### config.mk
export PLATFORM = sky130hd
export DESIGN_NAME = simd_sat_alu
export DESIGN_NICKNAME = d
export VERILOG_FILES = /design/src/rtl/simd_pkg.sv /design/src/rtl/simd_lane_unit.sv /design/src/rtl/simd_lane_array.sv /design/src/rtl/simd_sat32_unit.sv /design/src/rtl/simd_sat_alu.sv
export SDC_FILE = /design/constraint.sdc
export NUM_CORES = 1
export LEC_CHECK = 0
export ABC_AREA = 0
export ABC_CLOCK_PERIOD_IN_PS = 900
export BUFFER_PORTS_ARGS = -buffer_cell sky130_fd_sc_hd__buf_2
export CAP_MARGIN = 20
export CORE_MARGIN = 2
export CORE_UTILIZATION = 60
export CTS_CLUSTER_DIAMETER = 60
export CTS_CLUSTER_SIZE = 10
export DETAILED_ROUTE_END_ITERATION = 6
export PLACE_DENSITY = 0.8
export SLEW_MARGIN = 20
export SYNTH_ARGS = -nofsm -noshare
export SYNTH_HDL_FRONTEND = slang
export SYNTH_SLANG_ARGS = --single-unit
### constraint.sdc
create_clock -name clk_i -period 0.9 [get_ports clk_i]
set_input_delay 0.09 -clock clk_i [delete_from_list [all_inputs] [get_ports clk_i]]
set_output_delay 0.09 -clock clk_i [all_outputs]
set_load 0.05 [all_outputs]
### src/rtl/simd_pkg.sv
package simd_pkg;
  localparam int OP_W       = 6;
  localparam int OP_MODE32  = 5;
  localparam int OP_HALVE   = 4;
  localparam int OP_UNS     = 3;
  localparam int OP_DBL     = 1;
  localparam int OP_SUB     = 0;

  typedef enum logic [1:0] {
    SHP_L8  = 2'b00,
    SHP_L16 = 2'b01,
    SHP_ASX = 2'b10,
    SHP_SAX = 2'b11
  } shape_e;

  typedef struct packed {
    logic   mode32;
    logic   halve;
    logic   uns;
    shape_e shape;
    logic   dbl;
    logic   sub;
  } op_dec_t;

  function automatic op_dec_t decode_op(logic [OP_W-1:0] op);
    op_dec_t d;
    d.mode32 = op[OP_MODE32];
    d.halve  = op[OP_HALVE];
    d.uns    = op[OP_UNS];
    d.shape  = shape_e'(op[2:1]);
    d.dbl    = op[OP_DBL];
    d.sub    = op[OP_SUB];
    return d;
  endfunction
endpackage

### src/rtl/simd_lane_unit.sv
module simd_lane_unit #(
  parameter int W = 8
) (
  input  logic [W-1:0] a_i,
  input  logic [W-1:0] b_i,
  input  logic         sub_i,
  input  logic         uns_i,
  input  logic         halve_i,
  output logic [W-1:0] res_o,
  output logic         clamp_o
);
  logic [W:0] ea, eb, ex;
  logic       ovf;

  assign ea = {uns_i ? 1'b0 : a_i[W-1], a_i};
  assign eb = {uns_i ? 1'b0 : b_i[W-1], b_i};
  assign ex = sub_i ? (ea - eb) : (ea + eb);
  // signed: top two bits disagree; unsigned: carry or borrow out
  assign ovf = uns_i ? ex[W] : (ex[W] ^ ex[W-1]);

  always_comb begin
    clamp_o = 1'b0;
    if (halve_i) begin
      res_o = ex[W:1];
    end else if (!ovf) begin
      res_o = ex[W-1:0];
    end else begin
      clamp_o = 1'b1;
      if (uns_i)      res_o = sub_i ? '0 : '1;
      else if (ex[W]) res_o = {1'b1, {(W-1){1'b0}}};
      else            res_o = {1'b0, {(W-1){1'b1}}};
    end
  end
endmodule

### src/rtl/simd_lane_array.sv
module simd_lane_array
  import simd_pkg::*;
#(
  parameter int DATA_W = 32
) (
  input  logic [DATA_W-1:0] a_i,
  input  logic [DATA_W-1:0] b_i,
  input  shape_e            shape_i,
  input  logic              sub_i,
  input  logic              uns_i,
  input  logic              halve_i,
  output logic [DATA_W-1:0] res_o
);
  localparam int N8  = DATA_W / 8;
  localparam int N16 = DATA_W / 16;

  logic [DATA_W-1:0] r8, r16;
  logic [N8-1:0]     c8_unused;
  logic [N16-1:0]    c16_unused;

  for (genvar i = 0; i < N8; i++) begin : g_l8
    simd_lane_unit #(.W(8)) u_lane (
      .a_i(a_i[i*8 +: 8]), .b_i(b_i[i*8 +: 8]),
      .sub_i(sub_i), .uns_i(uns_i), .halve_i(halve_i),
      .res_o(r8[i*8 +: 8]), .clamp_o(c8_unused[i])
    );
  end

  for (genvar j = 0; j < N16; j++) begin : g_l16
    localparam int  PART = j ^ 1;
    localparam bit  ODD  = (j % 2) == 1;
    logic [15:0] b_sel;
    logic        sub_sel;
    // cross shapes: partner lane of B, even lane direction set by shape
    assign b_sel   = (shape_i == SHP_L16) ? b_i[j*16 +: 16] : b_i[PART*16 +: 16];
    assign sub_sel = (shape_i == SHP_L16) ? sub_i
                   : ((shape_i == SHP_ASX) ? !ODD : ODD);
    simd_lane_unit #(.W(16)) u_lane (
      .a_i(a_i[j*16 +: 16]), .b_i(b_sel),
      .sub_i(sub_sel), .uns_i(uns_i), .halve_i(halve_i),
      .res_o(r16[j*16 +: 16]), .clamp_o(c16_unused[j])
    );
  end

  assign res_o = (shape_i == SHP_L8) ? r8 : r16;
endmodule

### src/rtl/simd_sat32_unit.sv
module simd_sat32_unit #(
  parameter int W = 32
) (
  input  logic [W-1:0] a_i,
  input  logic [W-1:0] b_i,
  input  logic         dbl_i,
  input  logic         sub_i,
  output logic [W-1:0] res_o,
  output logic         sat_o
);
  logic [W-1:0] dbl_val, b_sel;
  logic         dbl_clamp, main_clamp;

  simd_lane_unit #(.W(W)) u_dbl (
    .a_i(b_i), .b_i(b_i), .sub_i(1'b0), .uns_i(1'b0), .halve_i(1'b0),
    .res_o(dbl_val), .clamp_o(dbl_clamp)
  );

  assign b_sel = dbl_i ? dbl_val : b_i;

  simd_lane_unit #(.W(W)) u_main (
    .a_i(a_i), .b_i(b_sel), .sub_i(sub_i), .uns_i(1'b0), .halve_i(1'b0),
    .res_o(res_o), .clamp_o(main_clamp)
  );

  assign sat_o = main_clamp | (dbl_i & dbl_clamp);
endmodule

### src/rtl/simd_sat_alu.sv
module simd_sat_alu
  import simd_pkg::*;
#(
  parameter int DATA_W = 32
) (
  input  logic              clk_i,
  input  logic              rst_ni,
  input  logic              valid_i,
  input  logic [OP_W-1:0]   op_i,
  input  logic [DATA_W-1:0] a_i,
  input  logic [DATA_W-1:0] b_i,
  output logic              valid_o,
  output logic [DATA_W-1:0] res_o,
  output logic              sat_o
);
  op_dec_t           dec;
  logic [DATA_W-1:0] lane_res, wide_res, nxt_res;
  logic              wide_sat, nxt_sat;

  assign dec = decode_op(op_i);

  simd_lane_array #(.DATA_W(DATA_W)) u_lanes (
    .a_i(a_i), .b_i(b_i), .shape_i(dec.shape), .sub_i(dec.sub),
    .uns_i(dec.uns), .halve_i(dec.halve), .res_o(lane_res)
  );

  simd_sat32_unit #(.W(DATA_W)) u_wide (
    .a_i(a_i), .b_i(b_i), .dbl_i(dec.dbl), .sub_i(dec.sub),
    .res_o(wide_res), .sat_o(wide_sat)
  );

  assign nxt_res = dec.mode32 ? wide_res : lane_res;
  assign nxt_sat = dec.mode32 & wide_sat;

  always_ff @(posedge clk_i or negedge rst_ni) begin
    if (!rst_ni) begin
      valid_o <= 1'b0;
      res_o   <= '0;
      sat_o   <= 1'b0;
    end else begin
      valid_o <= valid_i;
      if (valid_i) begin
        res_o <= nxt_res;
        sat_o <= nxt_sat;
      end
    end
  end
endmodule

==> out/results.tsv, run 1 <==
metric	value	unit
Last stage	global routing	
first-pass GRT wire length	123000	microns
status	stopped before the end	
Initial Utilization	60.8	%
largest net degree at the start of global routing	62	
Post-synth EDFFs	0	
number of port buffers	106	
GR Overflow Total	81	
vias in the first global route	21000	
CTS max path bufs	2	
CTS sink count	34	
Die Wd	141	microns
# IOs	107	
largest cells by area after synthesis	ha_1 (12%), xnor2_1 (8.3%), dfrtp_1 (7.5%), a21oi_1 (7.3%), nor2_1 (5.9%)	
# H-tree levels	2	
top-area cell type share of the netlist area	11.8	%
post-synthesis async set-or-reset flop share	100	%
prevailing post-synth register cell	dfrtp_1	
RD Place Congestion	1.18	
Num CTS Buffers	5	
hpwl dp	46800	microns
sequential area share after synthesis	7.51	%
synthesized area	0.0113	sq mm
die height	141	microns
Yosys reg bits	34	
syn nets	1842	
CTS root buf	clkbuf_16	
cell row count	50	
yosys warns	0	
error message	[ERROR GRT-0116] Global routing finished with congestion. Check the congestion regions in the DRC Viewer.	
area leader, netlist	ha_1	
distinct cell type count after synthesis	87	
Synth Area per Inst	6.85	sq um
GRT Util Overall	80.2	%
placed cell area	0.0161	sq mm
Syn Inst Count	1655	
## stage by stage
stage          instances  worst slack [ns]  util, %  hold WS (ns)
3_5_place_dp        2458             -4.81     86.5        0.0578
2_1_floorplan       1655             -4.49        -        -0.206
3_3_place_gp        2458             -4.59     86.5        0.0575
4_1_cts             2499             -4.32     91.2         0.184
## repair_timing
action | in CTS
hold buffers | 1
setup buffers | 32
gates cloned | 2
hold endpoints to repair | 34
gates resized for setup | 129
pin swaps | 33
setup endpoints to repair | 67
## synth_stat cells (all sizes together), types with 6 or more instances
master / instances
xor2: 65
a21boi: 7
o21ai: 118
and3: 12
or2: 9
clkbuf: 77
mux2: 7
o31ai: 13
o21a: 21
inv: 57
nor2: 179
nand3: 31
maj3: 6
buf: 32
mux2i: 28
ha: 107
dfrtp: 34
nand2b: 35
nor4: 8
nand2: 131
nor2b: 23
nor3: 43
or3: 13
a32oi: 9
a221oi: 14
a21o: 39
a221o: 11
and2: 13
nand4: 12
a31oi: 44
a211o: 7
o22ai: 25
o211ai: 17
fa: 7
a21oi: 165
a211oi: 27
xnor2: 107
## per-layer routing
layer | GRT overflow | GRT usage (%)
met1 | 4 | 78.8
met2 | 42 | 94.4
met3 | 4 | 70.2
met4 | 31 | 78.0
met5 | 0 | 44.1
## kinds of logic after synthesis
kind of cell    after synthesis  synth area share (%)
compound gates              590                  33.9
simple gates                537                  22.6
xor+xnor                    172                  13.3
buf+inv                     167                  5.93
fa+ha+maj                   120                  13.6
mux                          35                  3.17
flops                        34                  7.51
==> run 2, diff against run 1 <==
--- a/config.mk
+++ b/config.mk
@@ -10,11 +10,9 @@
 export BUFFER_PORTS_ARGS = -buffer_cell sky130_fd_sc_hd__buf_2
 export CAP_MARGIN = 20
 export CORE_MARGIN = 2
-export CORE_UTILIZATION = 60
-export CTS_CLUSTER_DIAMETER = 60
-export CTS_CLUSTER_SIZE = 10
+export CORE_UTILIZATION = 40
 export DETAILED_ROUTE_END_ITERATION = 6
-export PLACE_DENSITY = 0.8
+export PLACE_DENSITY_LB_ADDON = 0.15
 export SLEW_MARGIN = 20
 export SYNTH_ARGS = -nofsm -noshare
 export SYNTH_HDL_FRONTEND = slang
==> run 2 against run 1 <==
  * Synthesized cell count is the same
  * The flow now finishes, with violations (negative setup slack)
  * Synthesized area unchanged
==> out/results.tsv, run 2 <==
metric	value	unit	change
status	finished with violations		
failing checks	negative setup slack		
R2R depth	3		
CTS root buf	clkbuf_16		
number of port buffers	106		unchanged
Seq pwr share	8.2	%	
fmax	193	MHz	
final slew viol count	0		
initial antenna violation count	0		
CP peak stage delay	0.55	ns	
combinational share of power	86.1	%	
Top reg by flops	res_o		
Die Wd	172	microns	+22%
CP required	1.12	ns	
maximum vdd ir drop	0.923	mV	
CTS sink count	34		unchanged
sequential area share after synthesis	7.51	%	unchanged
Top Family by Delay on Critical Path	simple AND/OR/NAND/NOR gates		
overall power	30.8	mW	
max cap viols	0		
Data arrival, critical path	5.39	ns	
Fin Setup TNS	-138.80	ns	
distinct cell type count after synthesis	87		unchanged
Leak	8.45	nW	
worst hold path class	in2reg		
first-pass GRT wire length	82800	microns	
synthesized area	0.0113	sq mm	unchanged
Fin. Hold Viols	0		
cell row count	61		+22%
Finished Layout Cells	2685		
via/cell ratio	5.69		
prevailing post-synth register cell	dfrtp_1		
commonest non-fill, non-tap cell in the layout	buf_4		
DRT iter0 DRCs	1443		
CP Class	in2reg		
number of flip-flops in the largest register	32		
FF-to-FF Start	res_o[14]		
Switching Share	49.3	%	
dpl cells	2638		+7.3%
Syn Inst Count	1655		unchanged
R2R setup slack	-0.03	ns	
net switching power	15.2	mW	
largest net degree at the start of global routing	65		
Multi-input gate area	0.0103	sq mm	
post-synthesis async set-or-reset flop share	100	%	unchanged
antenna viol nets, final	0		
share of layout cells above drive strength 1	38.3	%	
Final #Nets	2492		
Int Pwr	15.6	mW	
Die ar.	0.0297	sq mm	
syn nets	1842		unchanged
Synth Area per Inst	6.85	sq um	unchanged
hold_sp	valid_i		
Worst path slowest cell	or4b_4		
hpwl dp	47100	microns	+0.54%
drt drc	0		
Yosys reg bits	34		unchanged
final worst slack	-4.27	ns	
Slew @ Worst Pin	0.814	ns	
Reg clk slew, reported paths	0.05	ns	
top-area cell type share of the netlist area	11.8	%	unchanged
FILL cells	2601		
routed wire length	55500	microns	
minimum clock period	5.17	ns	
Max Clock Skew	0	ns	
die height	172	microns	+22%
RSZ-0062 raised after global routing	true		
# H-tree levels	2		unchanged
drt first pass iters	6		
Critical Path Source Type	input port		
Num CTS Buffers	5		unchanged
Setup crit start	b_i[31]		
Min-Delay Endpoint	res_o[15]		
GRT Util Overall	36.8	%	
Clock Latency Late Sink	0.28	ns	
post-DR wirelength/cell	20.7	microns	
Initial Utilization	40.7	%	-20 points
Reg2Reg Capture Point	res_o[14]		
biggest regs	res_o (32), sat_o (1), valid_o (1)		
most frequent cells in the layout	buf_4 (624), nor2_1 (175), a21oi_1 (155), nand2_1 (118), o21ai_0 (108)		
Area Growth Syn to Fin	56.6	%	
CTS max path bufs	2		unchanged
Commonest cells post-synth	nor2_1 (178), a21oi_1 (165), nand2_1 (131)		
endpoint class of the critical path	flop		
FF/Latch Area	851	sq um	
WHS	0.232	ns	
RD Place Congestion	1.02		-14%
Cell Pwr Density	1740	mW/mm^2	
critical path fanouts, max	5		
vias in the first global route	14200		
area leader, netlist	ha_1		
Final setup viols	66		
# IOs	107		unchanged
Final Cycle Share	574	%	
WP buf/inv	6		
largest cells by area after synthesis	ha_1 (12%), xnor2_1 (8.3%), dfrtp_1 (7.5%), a21oi_1 (7.3%), nor2_1 (5.9%)		
Core ar.	0.0279	sq mm	
Slew headroom	45.7	%	
CTS tree	built		
most frequent cell after synthesis	nor2_1		
yosys warns	0		unchanged
clock network power share	5.6	%	
GR Overflow Total	0		
hold depth	3		
Post-synth EDFFs	0		unchanged
via count	15300		
## run 2: cell counts after synthesis
No cell type changed its count.
## run 2: worst max path at each step
| stage | endpoint | cells after the start |
|---|---|---|
| 4_1_cts | res_o[23] | 27 |
| 3_3_place_gp | res_o[16] | 26 |
| 5_1_grt | res_o[16] | 26 |
| 2_1_floorplan | res_o[17] | 27 |
| 3_5_place_dp | res_o[23] | 27 |
| 6_report | res_o[5] | 28 |
## run 2: stage by stage
step	utilization (%)	instance area [sq um]	worst slack (ns)
after global routing	63.7	17700	-4.44
after CTS	62.4	17400	-4.26
final	63.7	17700	-4.27
after detailed placement	59.7	16600	-4.90
after floorplan	-	11500	-4.49
after global placement	59.7	16600	-4.86
## run 2: per-layer routing
layer	GRT usage, %	wire length, microns	vias up
met3	4.97	4280	91
met2	57.5	23700	623
met4	10.9	1690	0
met5	0	0	-
met1	52.3	25900	7197
li1	-	-	7376
## run 2: power by group through the flow
stage	sequential, mW	clock, mW	combinational [mW]
global route	2.61	1.81	28.2
finish	2.54	1.73	26.6
floorplan	4.40	0	10.8
CTS	2.52	1.74	24.9
detailed placement	2.42	0	23.3
global placement	2.40	0	23.1
## run 2: cell families (layout without fill, tap and decap cells)
kind of cell,Yosys count,in the layout,share of synthesized area (%)
AOI/OAI and AO/OA,590,590,33.9
xor gates and xnor gates,172,172,13.3
adders and majority gates,120,120,13.6
buffers and inverters,167,818,5.93
DFF,34,34,7.51
muxes,35,35,3.17
other,0,1,0
and+or+nand+nor,537,537,22.6
## run 2: repair_timing
item | CTS | global route
resized for setup | 113 | 63
hold endpoints to repair | 34 | 0
cloned | 0 | 1
hold buffers | 1 | 0
setup endpoints to repair | 67 | 67
pin swaps | 23 | 40
setup buffers | 24 | 13
## run 2: worst reg2reg max path, stage by stage, from the launching register on
cell and delay, ns:
dfrtp_1 0.39, buf_4 0.14, o22ai_1 0.18, a22oi_2 0.10
## run 2: layout make-up
type / instances / area share, %
inverter: 58 / 1.28
antenna: 1 / 0.0141
multi-input combinational: 1454 / 57.8
sequential: 34 / 4.79
clock inverter: 1 / 0.0282
clock buffer: 7 / 0.804
timing repair buffer: 752 / 32.6
tap: 378 / 2.67
(Power assumes the default switching activity.)
==> run 3, diff against run 2 <==
--- a/config.mk
+++ b/config.mk
@@ -10,7 +10,7 @@
 export BUFFER_PORTS_ARGS = -buffer_cell sky130_fd_sc_hd__buf_2
 export CAP_MARGIN = 20
 export CORE_MARGIN = 2
-export CORE_UTILIZATION = 40
+export CORE_UTILIZATION = 30
 export DETAILED_ROUTE_END_ITERATION = 6
 export PLACE_DENSITY_LB_ADDON = 0.15
 export SLEW_MARGIN = 20
==> run 3 against run 2 <==
  * Total power up 0.74%
  * Critical path type unchanged
  * Cell count up 7.1%
  * Clock power down 2%
  * The flow still finishes with violations (negative setup slack)
  * Critical endpoint is now res_o[17]
  * Highest routed layer unchanged
  * Sequential cell count unchanged
  * Die area is 33% higher
  * Largest power group unchanged
  * Global-route usage down 7.6 points
  * Sequential share of layout area down 0.18 points
  * Cell area up 3.9%
==> out/results.tsv, run 3 (same netlist as run 2, synthesis figures left out) <==
metric	value	unit	change
initial antenna violation count	1		+1
Final Cycle Share	566	%	-8.4 points
Final setup viols	66		unchanged
Max Clock Skew	0	ns	unchanged
net switching power	15.2	mW	about the same
via count	15300		+0.40%
vias in the first global route	14600		+2.4%
number of flip-flops in the largest register	32		unchanged
Reg clk slew, reported paths	0.05	ns	about the same
Switching Share	48.9	%	-0.38 points
FILL cells	3835		+47%
Die ar.	0.0394	sq mm	+33%
hpwl dp	50200	microns	+6.7%
Cell Pwr Density	1680	mW/mm^2	-3.1%
Slew headroom	47.5	%	+1.8 points
CTS root buf	clkbuf_16		
Data arrival, critical path	5.26	ns	-0.13 ns
Top reg by flops	res_o		
Seq pwr share	8.2	%	about the same
drt first pass iters	5		-1
Initial Utilization	30.3	%	-10 points
Core ar.	0.0374	sq mm	+34%
# diodes	0		-1
post-DR wirelength/cell	20.2	microns	-2.3%
GRT Util Overall	29.2	%	-7.6 points
final slew viol count	0		unchanged
most frequent cells in the layout	buf_4 (681), nor2_1 (174), a21oi_1 (149), nand2_1 (128), o21ai_0 (105)		
Slew @ Worst Pin	0.779	ns	-0.0345 ns
CTS tree	built		
routed wire length	58100	microns	+4.6%
drt drc	0		unchanged
CTS max path bufs	2		unchanged
hold depth	2		-1
Final #Nets	2550		+2.3%
# IOs	107		unchanged
CP Class	in2reg		
R2R depth	5		+2
via/cell ratio	5.34		-6.2%
Critical Path Source Type	input port		
# H-tree levels	2		unchanged
DRT iter0 DRCs	1098		-24%
status	finished with violations		
Leak	8.74	nW	+3.5%
maximum vdd ir drop	0.775	mV	-16%
GR Overflow Total	0		unchanged
CP required	1.06	ns	-0.06 ns
minimum clock period	5.09	ns	-0.0758 ns
fmax	196	MHz	+1.5%
failing checks	negative setup slack		
CTS sink count	34		unchanged
overall power	31.1	mW	+0.74%
Die Wd	198	microns	+15%
biggest regs	res_o (32), sat_o (1), valid_o (1)		
number of port buffers	106		unchanged
worst hold path class	in2reg		
cell row count	71		+16%
antenna viol nets, final	0		unchanged
RSZ-0062 raised after global routing	true		
endpoint class of the critical path	flop		
critical path fanouts, max	7		+2
RD Place Congestion	1.01		-0.82%
share of layout cells above drive strength 1	39.8	%	+1.5 points
Int Pwr	15.9	mW	+1.5%
Area Growth Syn to Fin	62.7	%	
Num CTS Buffers	5		unchanged
die height	198	microns	+15%
Post-Route Utilization	49.3	%	-14 points
largest net degree at the start of global routing	58		-11%
commonest non-fill, non-tap cell in the layout	buf_4		
clock network power share	5.4	%	-0.2 points
max cap viols	0		unchanged
combinational share of power	86.4	%	+0.3 points
Fin. Hold Viols	0		unchanged
first-pass GRT wire length	87200	microns	+5.4%
final worst slack	-4.19	ns	+0.0758 ns
Clock Latency Late Sink	0.29	ns	about the same
[run 3: changes by cell type in the layout (fill, tap and decap cells not counted), moves of 3 or more]
| cell | previous run | this run |
|---|---|---|
| buf_4 | 624 | 681 |
| nand2_1 | 118 | 128 |
| nand2_2 | 9 | 2 |
| a21oi_1 | 155 | 149 |
| a21oi_2 | 8 | 13 |
| o21ai_1 | 6 | 10 |
| buf_8 | 3 | 6 |
| maj3_1 | 1 | 4 |
| maj3_2 | 5 | 2 |
| nand2_4 | 4 | 1 |
| o21ai_0 | 108 | 105 |
| xnor2_2 | 1 | 4 |
[run 3: worst paths after layout]
path	slack [ns]	end	start
min	0.22	valid_o	valid_i
max	-4.19	res_o[17]	b_i[31]
min in group asynchronous	0.28	res_o[2]	rst_ni
min reg2reg	0.57	res_o[15]	res_o[15]
max reg2reg	-0.16	res_o[26]	res_o[26]
max in group asynchronous	0.42	res_o[18]	rst_ni
[run 3: what timing repair did]
item	4_1_cts	5_1_grt
gates resized for setup	136	49
buffers inserted	32	11
endpoints found under the hold margin	34	0
pin swaps	31	11
setup endpoints to repair	67	67
hold buffers	1	0
[run 3: metal layers]
| layer | vias up | wire length, microns | track usage (%) |
|---|---|---|---|
| met1 | 7308 | 28100 | 42.2 |
| met5 | - | 0 | 0 |
| met4 | 0 | 1510 | 8.02 |
| met3 | 69 | 2930 | 2.07 |
| li1 | 7493 | - | - |
| met2 | 478 | 25500 | 46.3 |
[run 3: stage by stage]
step,setup WS [ns],instances,TNS (ns),instance area [sq um],hold WS [ns]
after floorplan,-4.49,1655,-142.11,11500,-0.206
after global placement,-4.69,2824,-152.09,17200,0.0628
after detailed placement,-4.85,2824,-156.08,17200,0.0615
after CTS,-4.22,2864,-137.22,18100,0.215
after global routing,-4.42,2875,-144.22,18400,0.227
final,-4.19,2875,-137.43,18400,0.220
[run 3: final cells by class]
type	instances	area (sq um)	area share (%)
flip-flops and latches	34	851	4.61
inverters	58	225	1.22
clock buffers	6	129	0.699
multi-input cells	1454	10400	56.2
repair buffers	810	6220	33.8
well taps	511	639	3.47
clock inverters	2	13.8	0.0746
[run 3: power groups by stage]
stage	registers [mW]	clock network [mW]	logic [mW]
6_report	2.54	1.69	26.8
5_1_grt	2.60	1.76	28.7
4_1_cts	2.56	1.71	25.9
3_5_place_dp	2.50	0	23.7
3_3_place_gp	2.47	0	23.6
2_1_floorplan	4.40	0	10.8
[run 3: worst max-delay path: stages]
cell	delay (ns)
buf_8	0.08
inv_6	0.03
ha_4	0.26
nor2b_4	0.15
or3_1	0.32
o21ai_2	0.08
ha_2	0.19
and2_4	0.13
a32oi_2	0.11
or4b_4	0.53
or4b_4	0.54
buf_6	0.15
inv_1	0.04
a21oi_1	0.06
xnor2_1	0.18
ha_2	0.42
o21ai_1	0.09
nor2_2	0.12
a32oi_2	0.08
a221o_1	0.40
a31oi_1	0.17
xor2_1	0.11
clkbuf_16	0.19
or2_4	0.25
a21o_1	0.16
a221o_1	0.31
==> run 4, diff against run 3 <==
--- a/config.mk
+++ b/config.mk
@@ -6,7 +6,7 @@
 export NUM_CORES = 1
 export LEC_CHECK = 0
 export ABC_AREA = 0
-export ABC_CLOCK_PERIOD_IN_PS = 900
+export ABC_CLOCK_PERIOD_IN_PS = 6300
 export BUFFER_PORTS_ARGS = -buffer_cell sky130_fd_sc_hd__buf_2
 export CAP_MARGIN = 20
 export CORE_MARGIN = 2
==> constraint.sdc (replaced) <==
create_clock -name clk_i -period 6.3 [get_ports clk_i]
set_input_delay 0.63 -clock clk_i [delete_from_list [all_inputs] [get_ports clk_i]]
set_output_delay 0.63 -clock clk_i [all_outputs]
set_load 0.05 [all_outputs]
==> run 4 against run 3 <==
  * The run now ends clean
  * Combinational power decreased by 89%
  * Routed wire length decreased by 9.8%
  * Via count shrank 14%
  * Critical path depth unchanged
  * Core utilization down 13 points
  * Die area unchanged
  * Critical path type unchanged
  * Highest routed layer is now met5
==> out/results.tsv, run 4 (same netlist as run 2, synthesis figures left out) <==
metric	value	unit	change
Area Growth Syn to Fin	20.2	%	
final worst slack	0.253	ns	+4.45 ns
Crit. path cell count	26		unchanged
minimum clock period	6.05	ns	
FF-to-FF Start	res_o[26]		
post-DR wirelength/cell	22.4	microns	+11%
number of flip-flops in the largest register	32		unchanged
Data arrival, critical path	6.21	ns	+0.95 ns
initial antenna violation count	1		unchanged
fmax	165	MHz	
Final setup viols	0		-100%
biggest regs	res_o (32), sat_o (1), valid_o (1)		
RD Place Congestion	0.920		-9.3%
Final #Nets	2016		-21%
Reg2Reg Capture Point	res_o[26]		
share of layout cells above drive strength 1	18.3	%	-22 points
hpwl dp	43500	microns	-13%
commonest non-fill, non-tap cell in the layout	nor2_1		
Fin. Hold Viols	0		unchanged
via count	13300		-14%
CTS max path bufs	2		unchanged
drt first pass iters	5		unchanged
critical path fanouts, max	6		-1
DR WL met3	3380	microns	+15%
Leak	5.93	nW	-32%
maximum vdd ir drop	0.110	mV	-86%
via/cell ratio	5.66		+6.1%
WP buf/inv	4		-1
Reg clk slew, reported paths	0.05	ns	about the same
largest net degree at the start of global routing	63		+8.6%
Worst path slowest cell	or4b_4		
worst hold path class	in2async		
Cell Pwr Density	253	mW/mm^2	-85%
FF/Latch Area	851	sq um	unchanged
Top Family by Delay on Critical Path	simple AND/OR/NAND/NOR gates		
Slew headroom	40.6	%	-6.9 points
routed wire length	52400	microns	-9.8%
Slew @ Worst Pin	0.892	ns	+0.112 ns
drt drc	0		unchanged
Core ar.	0.0374	sq mm	unchanged
Num CTS Buffers	5		unchanged
CP peak stage delay	0.60	ns	+0.06 ns
DRT iter0 DRCs	1180		+7.5%
Final Cycle Share	96.0	%	
met2 WL	22500	microns	-12%
R2R depth	4		-1
endpoint class of the critical path	flop		
first-pass GRT wire length	78100	microns	-10%
max layer used	met5		
Max Clock Skew	0	ns	unchanged
vias in the first global route	12200		-16%
cell row count	71		unchanged
GRT Util Overall	26.1	%	-3.0 points
CP required	6.46	ns	+5.40 ns
Post-Route Utilization	36.4	%	-13 points
Die Wd	198	microns	unchanged
number of port buffers	106		unchanged
R2R setup slack	5.33	ns	+5.49 ns
M1 WL	25600	microns	-8.9%
Critical Path Source Type	input port		
CTS sink count	34		unchanged
# H-tree levels	2		unchanged
final slew viol count	0		unchanged
CTS tree	built		
# diodes	0		unchanged
Placement Setup Slack	-0.224	ns	+4.63 ns
Multi-input gate area	0.00991	sq mm	-4.4%
Die ar.	0.0394	sq mm	unchanged
Initial Utilization	30.3	%	unchanged
most frequent cells in the layout	nor2_1 (177), buf_4 (166), a21oi_1 (165), nand2_1 (131), o21ai_0 (114)		
CTS root buf	clkbuf_16		
FILL cells	4061		+5.9%
# IOs	107		unchanged
max cap viols	0		unchanged
GR Overflow Total	0		unchanged
Top reg by flops	res_o		
Clock Latency Late Sink	0.28	ns	about the same
CP Class	in2reg		
die height	198	microns	unchanged
status	completed		
antenna viol nets, final	0		unchanged
Post-CTS Hold Fix Bufs	0		-1
Fin Setup TNS	0	ns	+137.43 ns
==> run 4: where the power goes <==
group	internal [mW]	switching, mW	total, mW
Combinational	1.08	1.76	2.84
Sequential	0.299	0.0488	0.348
Clock	0.157	0.0935	0.250
Total	1.54	1.90	3.44
==> run 4: repair_timing <==
action,CTS,global route
endpoints found under the setup margin,0,32
resized for setup,0,20
hold endpoints to repair,0,0
setup buffers,0,3
==> run 4: area by class of cell <==
class	instances	area share, %
clock buffers	7	1.05
flip-flops and latches	34	6.25
repair buffers	276	13.7
clock inverters	1	0.0367
multi-input cells	1454	72.7
inverters	58	1.60
well taps	511	4.69
==> run 4: routing by layer <==
layer	vias to the layer above	global-route usage (%)
met2	481	41.0
met5	-	0
met1	6290	38.6
met3	53	2.66
met4	2	5.04
li1	6430	-
==> run 4: through the flow <==
| step | hold slack [ns] | power (mW) | cells | instance area (sq um) |
|---|---|---|---|---|
| floorplan | 0.334 | 2.14 | 1655 | 11300 |
| global placement | 0.470 | 3.11 | 2330 | 13400 |
| detailed placement | 0.474 | 3.12 | 2330 | 13400 |
| CTS | 0.459 | 3.38 | 2338 | 13500 |
| global route | 0.495 | 3.68 | 2341 | 13600 |
| finish | 0.426 | 3.44 | 2341 | 13600 |
==> run 4: worst max-delay path by stage <==
stage | start | to | slack, ns
CTS | b_i[30] | res_o[2] | 0.05
global placement | b_i[30] | res_o[2] | -0.07
finish | b_i[30] | res_o[17] | 0.25
global route | b_i[30] | res_o[17] | -0.005
floorplan | b_i[31] | res_o[17] | 0.03
detailed placement | b_i[30] | res_o[2] | -0.22
